==> src/rtl/rvc_realign_pkg.sv <==
package rvc_realign_pkg;
  localparam int HALF_W  = 16;
  localparam int INSTR_W = 2 * HALF_W;

  function automatic logic is_compressed(input logic [1:0] opcode_lsbs);
    return opcode_lsbs != 2'b11;
  endfunction
endpackage

==> src/rtl/rvc_parcel_classify.sv <==
module rvc_parcel_classify
  import rvc_realign_pkg::*;
(
  input  logic [HALF_W-1:0]  parcel_i,
  output logic               cmp_o,
  output logic [INSTR_W-1:0] ext_o
);
  always_comb begin
    cmp_o = is_compressed(parcel_i[1:0]);
    ext_o = {{(INSTR_W-HALF_W){1'b0}}, parcel_i};
  end
endmodule

==> src/rtl/rvc_stash.sv <==
module rvc_stash
  import rvc_realign_pkg::*;
#(
  parameter int ADDR_W = 32
) (
  input  logic              clk,
  input  logic              rst,
  input  logic              kill_i,
  input  logic              load_i,
  input  logic              drop_i,
  input  logic [HALF_W-1:0] half_i,
  input  logic [ADDR_W-1:0] addr_i,
  output logic              valid_o,
  output logic [HALF_W-1:0] half_o,
  output logic [ADDR_W-1:0] addr_o
);
  always_ff @(posedge clk) begin
    if (rst || kill_i) begin
      valid_o <= 1'b0;
    end else if (load_i) begin
      valid_o <= 1'b1;
    end else if (drop_i) begin
      valid_o <= 1'b0;
    end
  end

  always_ff @(posedge clk) begin
    if (rst) begin
      half_o <= '0;
      addr_o <= '0;
    end else if (load_i && !kill_i) begin
      half_o <= half_i;
      addr_o <= addr_i;
    end
  end

  // a kill leaves nothing held
  a_r9_kill_clears_stash: assert property (@(posedge clk) disable iff (rst)
    kill_i |=> !valid_o);
  // a held half is always a full-length first half
  a_r5_stash_full_length: assert property (@(posedge clk) disable iff (rst)
    valid_o |-> half_o[1:0] == 2'b11);
endmodule

==> src/rtl/rvc_realigner.sv <==
module rvc_realigner
  import rvc_realign_pkg::*;
#(
  parameter int ADDR_W = 32
) (
  input  logic               clk,
  input  logic               rst,
  input  logic               fetch_valid_i,
  input  logic [ADDR_W-1:0]  fetch_addr_i,
  input  logic [INSTR_W-1:0] fetch_data_i,
  input  logic               kill_i,
  output logic               slot0_valid_o,
  output logic [ADDR_W-1:0]  slot0_addr_o,
  output logic [INSTR_W-1:0] slot0_instr_o,
  output logic               slot1_valid_o,
  output logic [ADDR_W-1:0]  slot1_addr_o,
  output logic [INSTR_W-1:0] slot1_instr_o
);
  localparam int NUM_PARCELS = INSTR_W / HALF_W;
  localparam logic [ADDR_W-1:0] WORD_MASK  = ~ADDR_W'(3);
  localparam logic [ADDR_W-1:0] HALF_STEP  = ADDR_W'(2);

  logic [NUM_PARCELS-1:0]              parcel_cmp;
  logic [NUM_PARCELS-1:0][INSTR_W-1:0] parcel_ext;

  for (genvar p = 0; p < NUM_PARCELS; p++) begin : g_parcel
    rvc_parcel_classify u_cls (
      .parcel_i (fetch_data_i[p*HALF_W +: HALF_W]),
      .cmp_o    (parcel_cmp[p]),
      .ext_o    (parcel_ext[p])
    );
  end

  logic [ADDR_W-1:0] base_addr, hi_addr;
  logic [HALF_W-1:0] lo_half, hi_half;
  logic              take;

  logic              st_valid;
  logic [HALF_W-1:0] st_half;
  logic [ADDR_W-1:0] st_addr;
  logic              st_load, st_drop;

  logic               n_v0, n_v1;
  logic [ADDR_W-1:0]  n_a0, n_a1;
  logic [INSTR_W-1:0] n_i0, n_i1;

  always_comb begin
    base_addr = fetch_addr_i & WORD_MASK;
    hi_addr   = base_addr | HALF_STEP;
    lo_half   = fetch_data_i[HALF_W-1:0];
    hi_half   = fetch_data_i[INSTR_W-1:HALF_W];
    take      = fetch_valid_i && !kill_i;
  end

  always_comb begin
    n_v0 = 1'b0; n_a0 = '0; n_i0 = '0;
    n_v1 = 1'b0; n_a1 = '0; n_i1 = '0;
    st_load = 1'b0;
    st_drop = 1'b0;
    if (take) begin
      if (fetch_addr_i[1]) begin
        st_drop = 1'b1;
        if (parcel_cmp[1]) begin
          n_v0 = 1'b1; n_a0 = hi_addr; n_i0 = parcel_ext[1];
        end else begin
          st_load = 1'b1;
        end
      end else if (!st_valid && !parcel_cmp[0]) begin
        n_v0 = 1'b1; n_a0 = base_addr; n_i0 = fetch_data_i;
      end else begin
        n_v0 = 1'b1;
        if (st_valid) begin
          st_drop = 1'b1;
          n_a0 = st_addr; n_i0 = {lo_half, st_half};
        end else begin
          n_a0 = base_addr; n_i0 = parcel_ext[0];
        end
        if (parcel_cmp[1]) begin
          n_v1 = 1'b1; n_a1 = hi_addr; n_i1 = parcel_ext[1];
        end else begin
          st_load = 1'b1;
        end
      end
    end
  end

  rvc_stash #(.ADDR_W(ADDR_W)) u_stash (
    .clk     (clk),
    .rst     (rst),
    .kill_i  (kill_i),
    .load_i  (st_load),
    .drop_i  (st_drop),
    .half_i  (hi_half),
    .addr_i  (hi_addr),
    .valid_o (st_valid),
    .half_o  (st_half),
    .addr_o  (st_addr)
  );

  always_ff @(posedge clk) begin
    if (rst) begin
      slot0_valid_o <= 1'b0; slot0_addr_o <= '0; slot0_instr_o <= '0;
      slot1_valid_o <= 1'b0; slot1_addr_o <= '0; slot1_instr_o <= '0;
    end else begin
      slot0_valid_o <= n_v0; slot0_addr_o <= n_a0; slot0_instr_o <= n_i0;
      slot1_valid_o <= n_v1; slot1_addr_o <= n_a1; slot1_instr_o <= n_i1;
    end
  end

  // slot 1 never valid alone
  a_r11_slot_order: assert property (@(posedge clk) disable iff (rst)
    slot1_valid_o |-> slot0_valid_o);
  // slot 1 is an upper-halfword compressed instruction
  a_r11_slot1_upper_cmp: assert property (@(posedge clk) disable iff (rst)
    slot1_valid_o |-> (slot1_addr_o[1] && slot1_instr_o[1:0] != 2'b11 &&
                       slot1_instr_o[INSTR_W-1:HALF_W] == '0));
  // compressed output on slot 0 is zero-extended
  a_r2_slot0_zero_ext: assert property (@(posedge clk) disable iff (rst)
    (slot0_valid_o && slot0_instr_o[1:0] != 2'b11) |->
      slot0_instr_o[INSTR_W-1:HALF_W] == '0);
  // no fetch, no output next cycle
  a_r10_idle_quiet: assert property (@(posedge clk) disable iff (rst)
    !fetch_valid_i |=> (!slot0_valid_o && !slot1_valid_o));
  // kill suppresses the next cycle's output
  a_r9_kill_quiet: assert property (@(posedge clk) disable iff (rst)
    kill_i |=> (!slot0_valid_o && !slot1_valid_o));
endmodule

==> config.mk <==
export PLATFORM = sky130hd
export DESIGN_NAME = rvc_realigner
export DESIGN_NICKNAME = d
export VERILOG_FILES = /design/src/rtl/rvc_realign_pkg.sv /design/src/rtl/rvc_parcel_classify.sv /design/src/rtl/rvc_stash.sv /design/src/rtl/rvc_realigner.sv
export SDC_FILE = /design/constraint.sdc
export NUM_CORES = 1
export LEC_CHECK = 0
export ABC_AREA = 0
export BUFFER_PORTS_ARGS = -buffer_cell sky130_fd_sc_hd__buf_2
export CAP_MARGIN = 20
export CORE_AREA = 2 2 117 119
export CTS_CLUSTER_SIZE = 40
export DETAILED_ROUTE_END_ITERATION = 6
export DIE_AREA = 0 0 119 121
export GPL_TIMING_DRIVEN = 1
export PLACE_DENSITY = 0.77
export SLEW_MARGIN = 20
export SYNTH_ARGS = -nofsm -noshare
export SYNTH_HDL_FRONTEND = slang
export SYNTH_SLANG_ARGS = --single-unit
==> constraint.sdc <==
create_clock -name clk -period 1.5 [get_ports clk]
set_clock_uncertainty 0.05 [all_clocks]
set_input_delay 0.15 -clock clk [delete_from_list [all_inputs] [get_ports clk]]
set_output_delay 0.15 -clock clk [all_outputs]
set_load 0.05 [all_outputs]
Word level (Yosys, flattened, before mapping). Index checks and enable logic that the tools add are counted.

$add $sub $neg: 0. Multiply operators: 0. Divide/modulo/power cells: 0. Order comparisons: 0. Equality and inequality tests: 2. Shift-type cells: 0. Multiplexer cells: 20. Bitwise logic cells: 1. Reduce and logical (&&, ||, !) cells: 10.

Operators with widths (number): $mux 32 (7); $mux 16 (1); $mux 1 (12); $ne 2x2->1 const B (2); $reduce_or 4->1 (1); $logic_and 1x1->1 (3); $logic_not 1->1 (3); $reduce_bool 2->1 (1); $reduce_or 2->1 (1); $logic_or 1x1->1 (1); $not 1->1 (1).

Bits in registers: 178. Bits in latches: 0. Bits in writable memories: 0. Bits in read-only memories: 0. Output and inout bits: 130. Word-level logic and storage cells: 42. Memories: 0.

Logic depth before layout (Yosys ltp). Gate-level depths: netlist of the first run.

Depth in word-level cells: 8. Depth in mapped cells: 6. Mapped depth without buffers: 3.

Cells and area by module. From an unflattened synthesis of the first run, not the netlist that was laid out.

Cells, all modules: 761. Area, all modules: 7358.3 sq um.

By module, submodules not included: rvc_realigner (times used 1, cells an instance 471, area each 4649.5 sq um, seq. area each 2562.5 sq um); rvc_stash (times used 1, cells an instance 222, area each 2213.4 sq um, seq. area each 980.9 sq um); rvc_parcel_classify (times used 2, cells an instance 34, area each 247.7 sq um, seq. area each 0.0 sq um).

Worst setup path before layout of the first run. OpenSTA, ideal clock, no wires.

Path kind: register -> register. From: register u_stash.valid_o. To: register u_stash.addr_o[21]. Library setup time: 72 ps. Data arrival time: 1374 ps. Data required time: 1378 ps. Path slack: 5 ps. Stages on the path, launching flop included: 6. Path buffers: 2. Cell sequence: dfxtp_1 > nand3b_1 > o2111a_1 > buf_2 > buf_4 > mux2i_1.

Word-level cells in the longest chain between the ends: 6.

RTL lines: start, declared (RTL line rvc_stash.sv:13) `output logic valid_o,`; start signal, assigned (RTL line rvc_stash.sv:19) `valid_o <= 1'b0;`; start signal, assigned (RTL line rvc_stash.sv:21) `valid_o <= 1'b1;`; start signal, assigned (RTL line rvc_stash.sv:23) `valid_o <= 1'b0;`; $logic_not 1->1 (RTL line rvc_realigner.sv:68) `end else if (!st_valid && !parcel_cmp[0]) begin`; $logic_and 1x1->1 (RTL line rvc_realigner.sv:68); $mux 1 (RTL line rvc_realigner.sv:68); $mux 1 (RTL line rvc_realigner.sv:61) `if (fetch_addr_i[1]) begin`; $mux 1 (RTL line rvc_realigner.sv:60) `if (take) begin`; $logic_and 1x1->1 (RTL line rvc_stash.sv:31) `end else if (load_i && !kill_i) begin`; end signal, assigned (RTL line rvc_stash.sv:33) `addr_o <= addr_i;`; end, declared (RTL line rvc_stash.sv:15) `output logic [ADDR_W-1:0] addr_o`.

Every way passes these cells. A chain may end at the register's enable or synchronous reset.

Worst setup path after layout of the first run.
From: register u_stash.valid_o. To: register u_stash.addr_o[23].

The elaborated chain is that of the path after synthesis.

==> flow_summary_export.csv, run 1 <==
group,metric,value,unit
power_and_ir_drop,switchingPower,2.39,mW
flow_run,maxCapViolCount,0,
yosys,yosysSeqAreaShare,55.2,%
worst_setup_path,endpoint_kind,"flip-flop",
floorplanning,die_h,121,um
cts,cts.sinks,159,
worst_setup_path,cp_num_buf_inv,1,
yosys,synth_edf_count,0,
min_path,holdPathStages,3,
worst_setup_path,cp.arrival,1.72,ns
floorplanning,row_count,42,
power_and_ir_drop,seqPwrFrac,46.6,%
finish,fillCellCount,1028,
worst_setup_path,r2r-start,"u_stash.valid_o",
grt,gr-total-overflow,0,
power_and_ir_drop,clockPowerShare,43.2,%
worst_setup_path,required,1.76,ns
worst_setup_path,cp_slowest_stage_delay,0.39,ns
min_path,worstHoldEndpoint,"slot1_instr_o[1]",
timing,setup_viol,0,
timing,setup_slack,0.0466,ns
power_and_ir_drop,power.total,9.29,mW
cts,clk_latency,0.42,ns
floorplanning,die-area,14400,um^2
placed_design,pre_cts_ws,-0.151,ns
drt,drt-total-wl,14400,um
yosys,yosys.area_share.xor_xnor,0,%
run_status,status,"complete, no violations",
finish,instances_no_fill,969,
timing,rsz0062_at_grt,"yes",
timing,hold_viol_final,0,
timing,slew_viol_final,0,
min_path,hold_path_class,"in2reg",
power_and_ir_drop,power-per-cell-area,1140,nW/um^2
worst_setup_path,path_cells,"nand3b_1 -> o2111a_4 -> buf_12 -> mux2i_2",
yosys,yosys_register_bits,159,
drt,via_per_inst,4.82,
yosys,synth_top_family_by_area,"simple AND/OR/NAND/NOR gates",
yosys,syn_inst,531,
worst_setup_path,reg2reg_depth,4,
placed_design,io_buffer_count,178,
finish,drive_above_1_share,31.8,%
worst_setup_path,cp_max_fo,9,
yosys,synth_adder_area_share,0,%
drt,drcViolationCount,0,
drt,drt_pass1_iterations,4,
finish,finalInstanceArea,8130,um^2
power_and_ir_drop,pwr-share-comb,10.2,%
timing,maxClockFrequency,0.688,GHz
power_and_ir_drop,intPower,6.91,mW
worst_setup_path,worstSetupPathType,"reg2reg",
yosys,yosysWarnings,0,
floorplanning,die_width,119,um
cts,path_clk_slew,0.07,ns
yosys,synth-simple-area-share,20.9,%
worst_setup_path,start_kind,"flip-flop",
worst_setup_path,rrSetupSlack,0.05,ns
placed_design,hpwl,9470,um
grt,antenna_found_initial,1,
grt,grt_pass1_vias,4655,
power_and_ir_drop,p_leak,3.69,nW
yosys,async_flop_share,0,%
yosys,muxShareOfSynthArea,8.16,%
grt,track_usage,19.9,%
yosys,syn_area,5760,um^2
timing,fin_crit_sh,96.9,%
placed_design,place_area,6900,um^2
drt,drtIter0Drc,243,
yosys,ys.flop_type,"dfxtp_1",
grt,grt_start_max_net_pins,69,
yosys,postSynthAreaPerCell,10.9,um^2
power_and_ir_drop,swShare,25.7,%
min_path,hold_path.startpoint,"fetch_data_i[17]",
cts,cts_root_buffer,"clkbuf_16",
finish,n_antenna_cell,0,
worst_setup_path,crit_path_top_delay_cell,"o2111a_4",
power_and_ir_drop,peakVddDrop,0.776,mV
finish,areaGrowthSynthToFinish,41.0,%
drt,wl_per_cell,14.9,um
drt,route.vias.total,4673,
worst_setup_path,r2r-end,"u_stash.addr_o[23]",
worst_setup_path,cp_top_family,"compound AO/OA/AOI/OAI gates",
placed_design,gp_congestion,0.787,
floorplanning,fp.coreArea,13100,um^2
cts,h-tree-depth,4,
floorplanning,start_util,44.1,%
cts,tritoncts,"built",
yosys,synth_cell_types,33,
worst_setup_path,setup.worst_path.start,"u_stash.valid_o",
timing,min_period,1.45,ns
floorplanning,io_pins,198,
drt,postRouteAntennaNets,0,
yosys,synth-compound-area-share,10.1,%
placed_design,place_inst,873,
finish,fin_nets,848,
grt,grt_pass1_wl,22500,um
cts,clockBufferDepth,2,
cts,cts_inserted_buffers,17,
[registers in the layout, summed over array words and instances (netlist names)]
register	cells
u_stash.valid_o	1
slot0_addr_o	31
u_stash.half_o	16
slot0_valid_o	1
u_stash.addr_o	31
slot0_instr_o	32
slot1_addr_o	31
slot1_instr_o	16
[how the worst max path moves through the flow]
stage | end | cells past startpoint
2_1_floorplan | u_stash.addr_o[21] | 5
3_3_place_gp | slot1_addr_o[10] | 5
3_5_place_dp | slot1_addr_o[25] | 5
4_1_cts | slot0_instr_o[13] | 4
5_1_grt | u_stash.addr_o[23] | 4
6_report | u_stash.addr_o[23] | 4
[cell usage after synthesis (2+ instances only)]
cell type | count | share of area [%]
a221o_1 | 11 | 1.9
clkbuf_2 | 3 | 0.26
or2_2 | 3 | 0.33
dfxtp_1 | 159 | 55
and2_1 | 45 | 4.9
nand2b_1 | 93 | 10
buf_4 | 24 | 3.1
nor2b_1 | 3 | 0.33
nor2_1 | 6 | 0.39
a21oi_1 | 14 | 1.2
mux2i_1 | 47 | 8.2
nand2_1 | 10 | 0.65
nor3b_1 | 3 | 0.39
nand3_1 | 12 | 1.0
o21ba_2 | 3 | 0.52
nand3b_1 | 2 | 0.26
a211oi_1 | 5 | 0.65
buf_2 | 11 | 0.96
and3_1 | 13 | 1.4
a22o_1 | 35 | 5.3
clkbuf_1 | 17 | 1.1
[layout by cell type (no fill, tap or decap), types with 2 or more instances in the layout]
| cell | instances |
|---|---|
| clkinv_2 | 2 |
| buf_12 | 5 |
| mux2i_1 | 46 |
| o21ba_2 | 3 |
| inv_6 | 4 |
| nand2_1 | 10 |
| nor2_1 | 5 |
| clkbuf_8 | 2 |
| nand3_1 | 12 |
| a221o_1 | 11 |
| nand2b_1 | 93 |
| a21oi_1 | 14 |
| nor3b_1 | 3 |
| clkinv_4 | 2 |
| dfxtp_1 | 158 |
| a22o_1 | 35 |
| or2_2 | 3 |
| clkbuf_16 | 18 |
| nor3_4 | 2 |
| buf_2 | 178 |
| and3_1 | 13 |
| buf_4 | 22 |
| a211oi_1 | 5 |
| conb_1 | 18 |
| and2_1 | 45 |
| nor2b_1 | 3 |
| nand3b_1 | 2 |
| clkinvlp_4 | 4 |
| dlygate4sd3_1 | 62 |
[power groups by stage]
stage               clock network [mW]  logic, mW  registers (mW)
floorplan                            0      0.382            4.61
global placement                     0      0.791            4.42
detailed placement                   0      0.810            4.43
CTS                               4.09      0.940            4.33
global route                      4.29       1.01            4.33
finish                            4.02      0.949            4.33
[area by class of cell]
class | instances | area, um^2 | share of cell area (%)
Sequential cell | 159 | 3190 | 39.2
Tap cell | 176 | 220 | 2.71
Clock inverter | 13 | 104 | 1.28
Clock buffer | 19 | 453 | 5.57
Inverter | 1 | 3.75 | 0.0462
Timing Repair Buffer | 269 | 1810 | 22.3
Multi-Input combinational cell | 332 | 2340 | 28.9
[metrics by stage]
step | utilization, % | hold WS (ns) | setup TNS [ns]
5_1_grt | 62.1 | 0.0405 | -0.00240
3_5_place_dp | 52.7 | 0.338 | -4.04
2_1_floorplan | - | 0.178 | 0
4_1_cts | 61.8 | 0.000436 | 0
3_3_place_gp | 52.7 | 0.332 | -1.89
6_report | 62.1 | 0.0173 | 0
[cells by family after synthesis]
kind of cell / count (synthesis)
multiplexers: 47
buffers and inverters: 57
AND/OR/NAND/NOR: 196
other: 1
flip-flops: 159
AO/OA/AOI/OAI: 71
[worst reg2reg max path: cells and delay by family (launching register included)]
kind,cells,cell delay [ns]
compound gates,1,0.39
flops,1,0.37
simple gates,1,0.20
buf+inv,1,0.18
mux,1,0.16
[layer usage]
layer  global-route usage, %  part of all wire [%]  up-vias
met2                    35.2                    50      180
met3                    5.83                   6.4       15
met5                       0                 0.090        -
met4                    7.89                   1.3        2
met1                    22.5                    42     2213
li1                        -                     -     2263
[timing repair]
action / CTS / global route
buffers inserted: 0 / 1
hold buffers: 62 / 0
resized for setup: 1 / 4
pin swaps: 0 / 1
cloned: 0 / 1
hold endpoints to repair: 150 / 0
endpoints found under the setup margin: 28 / 17
Note: power is estimated with default switching activity, not from simulation.
==> run 2: changes to the inputs <==
--- a/config.mk
+++ b/config.mk
@@ -8,13 +8,14 @@
 export ABC_AREA = 0
 export BUFFER_PORTS_ARGS = -buffer_cell sky130_fd_sc_hd__buf_2
 export CAP_MARGIN = 20
-export CORE_AREA = 2 2 117 119
+export CORE_AREA = 2 2 94 186
 export CTS_CLUSTER_SIZE = 40
 export DETAILED_ROUTE_END_ITERATION = 6
-export DIE_AREA = 0 0 119 121
+export DIE_AREA = 0 0 96 188
 export GPL_TIMING_DRIVEN = 1
-export PLACE_DENSITY = 0.77
+export PLACE_DENSITY = 0.75
 export SLEW_MARGIN = 20
 export SYNTH_ARGS = -nofsm -noshare
 export SYNTH_HDL_FRONTEND = slang
+export SYNTH_HIERARCHICAL = 1
 export SYNTH_SLANG_ARGS = --single-unit
==> flow_summary_export.csv, run 2 <==
group,metric,value,unit
run_status,status,"complete, no violations",
power_and_ir_drop,intPower,7.72,mW
grt,track_usage,20.9,%
timing,slew_viol_final,0,
min_path,hold_path_class,"in2reg",
drt,postRouteAntennaNets,0,
placed_design,io_buffer_count,195,
drt,wl_per_cell,16.2,um
power_and_ir_drop,seqPwrFrac,46.6,%
worst_setup_path,path_cells,"nor3_4 -> nor3_4 -> nor2b_4 -> clkbuf_16 -> o21ai_1",
cts,cts.sinks,177,
floorplanning,die_h,188,um
yosys,yosysTopAreaCell,"dfxtp_1",
timing,setup_viol,0,
cts,cts_root_buffer,"clkbuf_16",
floorplanning,io_pins,198,
finish,drive_above_1_share,28.6,%
power_and_ir_drop,peakVddDrop,0.823,mV
drt,drt_pass1_iterations,5,
grt,grt_start_max_net_pins,98,
worst_setup_path,cp_max_fo,13,
yosys,yosys_register_bits,177,
power_and_ir_drop,power-per-cell-area,1090,nW/um^2
yosys,yosysSeqAreaShare,48.2,%
flow_run,maxCapViolCount,0,
yosys,postSynthAreaPerCell,9.67,um^2
finish,seq_area,3550,um^2
finish,fillCellCount,1483,
cts,tritoncts,"built",
grt,grt_pass1_wl,29100,um
yosys,synth_most_common_cell,"dfxtp_1",
yosys,yosysWarnings,6,
floorplanning,fp.coreArea,16700,um^2
timing,hold_viol_final,0,
cts,h-tree-depth,4,
timing,hold_ws,0.0236,ns
cts,path_clk_slew,0.07,ns
drt,via_per_inst,5.06,
timing,rsz0062_at_grt,"no",
drt,drtIter0Drc,223,
timing,slew_headroom,51.9,%
finish,n_antenna_cell,0,
floorplanning,die_width,96,um
yosys,ys_top_cells_by_count,"177 x dfxtp_1, 76 x nand2b_1, 68 x buf_4, 62 x and2_1, 48 x nand4bb_1",
power_and_ir_drop,p_leak,4.19,nW
worst_setup_path,cp_num_buf_inv,1,
yosys,ys.flop_type,"dfxtp_1",
worst_setup_path,cp_top_family,"simple AND/OR/NAND/NOR gates",
worst_setup_path,required,1.77,ns
drt,drcViolationCount,0,
power_and_ir_drop,pwr-share-comb,10.7,%
yosys,synth_edf_count,0,
grt,antenna_found_initial,1,
worst_setup_path,start_kind,"flip-flop",
grt,grt_pass1_vias,5765,
power_and_ir_drop,power.total,10.3,mW
finish,final_cell_mix,"195 x buf_2, 176 x dfxtp_1, 76 x nand2b_1",
yosys,synth_cell_types,28,
finish,final_common_cell,"buf_2",
placed_design,gp_congestion,0.796,
yosys,syn_area,7360,um^2
worst_setup_path,cp_slowest_stage_delay,0.39,ns
floorplanning,die-area,18000,um^2
drt,route.vias.total,5951,
cts,cts_inserted_buffers,17,
floorplanning,start_util,44.1,%
power_and_ir_drop,swShare,25.1,%
finish,multi_input_area,3180,um^2
power_and_ir_drop,switchingPower,2.59,mW
drt,drt-total-wl,19000,um
cts,clockBufferDepth,2,
yosys,synth_top_area_share,48.2,%
worst_setup_path,endpoint_kind,"flip-flop",
worst_setup_path,crit_path_top_delay_cell,"nor2b_4",
yosys,async_flop_share,0,%
yosys,synthTopCellsByArea,"dfxtp_1 48%, nand4bb_1 7.3%, buf_4 6.9%",
yosys,syn_inst,761,
worst_setup_path,cp.arrival,1.68,ns
placed_design,hpwl,11800,um
timing,maxClockFrequency,0.709,GHz
timing,min_period,1.41,ns
timing,fin_crit_sh,94.1,%
floorplanning,row_count,67,
grt,gr-total-overflow,0,
finish,fin_nets,1024,
cts,clk_latency,0.43,ns
timing,fin_tns_setup,0,ns
worst_setup_path,crit_top_cell,"nor3_4",
worst_setup_path,worstSetupPathType,"reg2reg",
timing,worstMarginPinSlew,0.721,ns
finish,areaGrowthSynthToFinish,28.5,%
power_and_ir_drop,clockPowerShare,42.6,%
[run 2: logic make-up after synthesis]
logic type	share of synthesized area [%]
simple gates	26.5
flops	48.2
compound gates	13.3
buf+inv	10.8
mux	1.07
other cells	0.204
[run 2: worst paths after layout]
kind,startpoint,endpoint,slack [ns],depth (start not counted)
hold reg to reg,u_stash/addr_o[0],slot0_addr_o[0],0.39,2
setup reg to reg,u_stash/valid_o,u_stash/addr_o[25],0.09,5
hold / removal,fetch_data_i[16],slot1_instr_o[0],0.02,3
setup / recovery,u_stash/valid_o,u_stash/addr_o[25],0.09,5
[run 2: per-layer routing]
| layer | up-vias | routed length (um) | track usage (%) |
|---|---|---|---|
| met3 | 35 | 707 | 3.74 |
| li1 | 2907 | - | - |
| met1 | 2826 | 7270 | 22.6 |
| met5 | - | 13 | 0 |
| met2 | 181 | 10400 | 37.7 |
| met4 | 2 | 555 | 9.67 |
[run 2: repair_timing]
action                                  4_1_cts  5_1_grt
endpoints found under the setup margin        0       29
endpoints found under the hold margin       131        0
hold buffers                                 46        0
setup buffers                                 0        2
gates resized for setup                       0        2
[run 2: power groups by stage]
stage / registers [mW] / logic [mW] / clock network, mW
floorplan: 5.16 / 0.537 / 0
global placement: 4.91 / 0.981 / 0
detailed placement: 4.91 / 0.993 / 0
global route: 4.81 / 1.18 / 4.68
CTS: 4.81 / 1.09 / 4.47
finish: 4.81 / 1.11 / 4.39
[run 2: tightest hold or removal path, stage by stage]
cell and delay, ns:
buf_2 0.09, buf_4 0.12, and2_1 0.11
[run 2: area by class of cell]
type	count	share of cell area, %
repair buffers	275	20.0
inverters	1	0.0397
flip-flops and latches	177	37.5
well taps	207	2.74
multi-input cells	484	33.7
clock inverters	13	1.44
clock buffers	18	4.64
[run 2: through the flow]
| step | instances | util (%) | setup WS, ns | area, um^2 |
|---|---|---|---|---|
| after global routing | 1175 | 56.7 | 0.00568 | 9460 |
| after floorplan | 792 | - | -0.0115 | 7540 |
| after CTS | 1169 | 56.0 | 0.0527 | 9350 |
| after global placement | 1092 | 49.8 | -0.132 | 8310 |
| final | 1175 | 56.7 | 0.0892 | 9460 |
| after detailed placement | 1092 | 49.8 | -0.173 | 8310 |
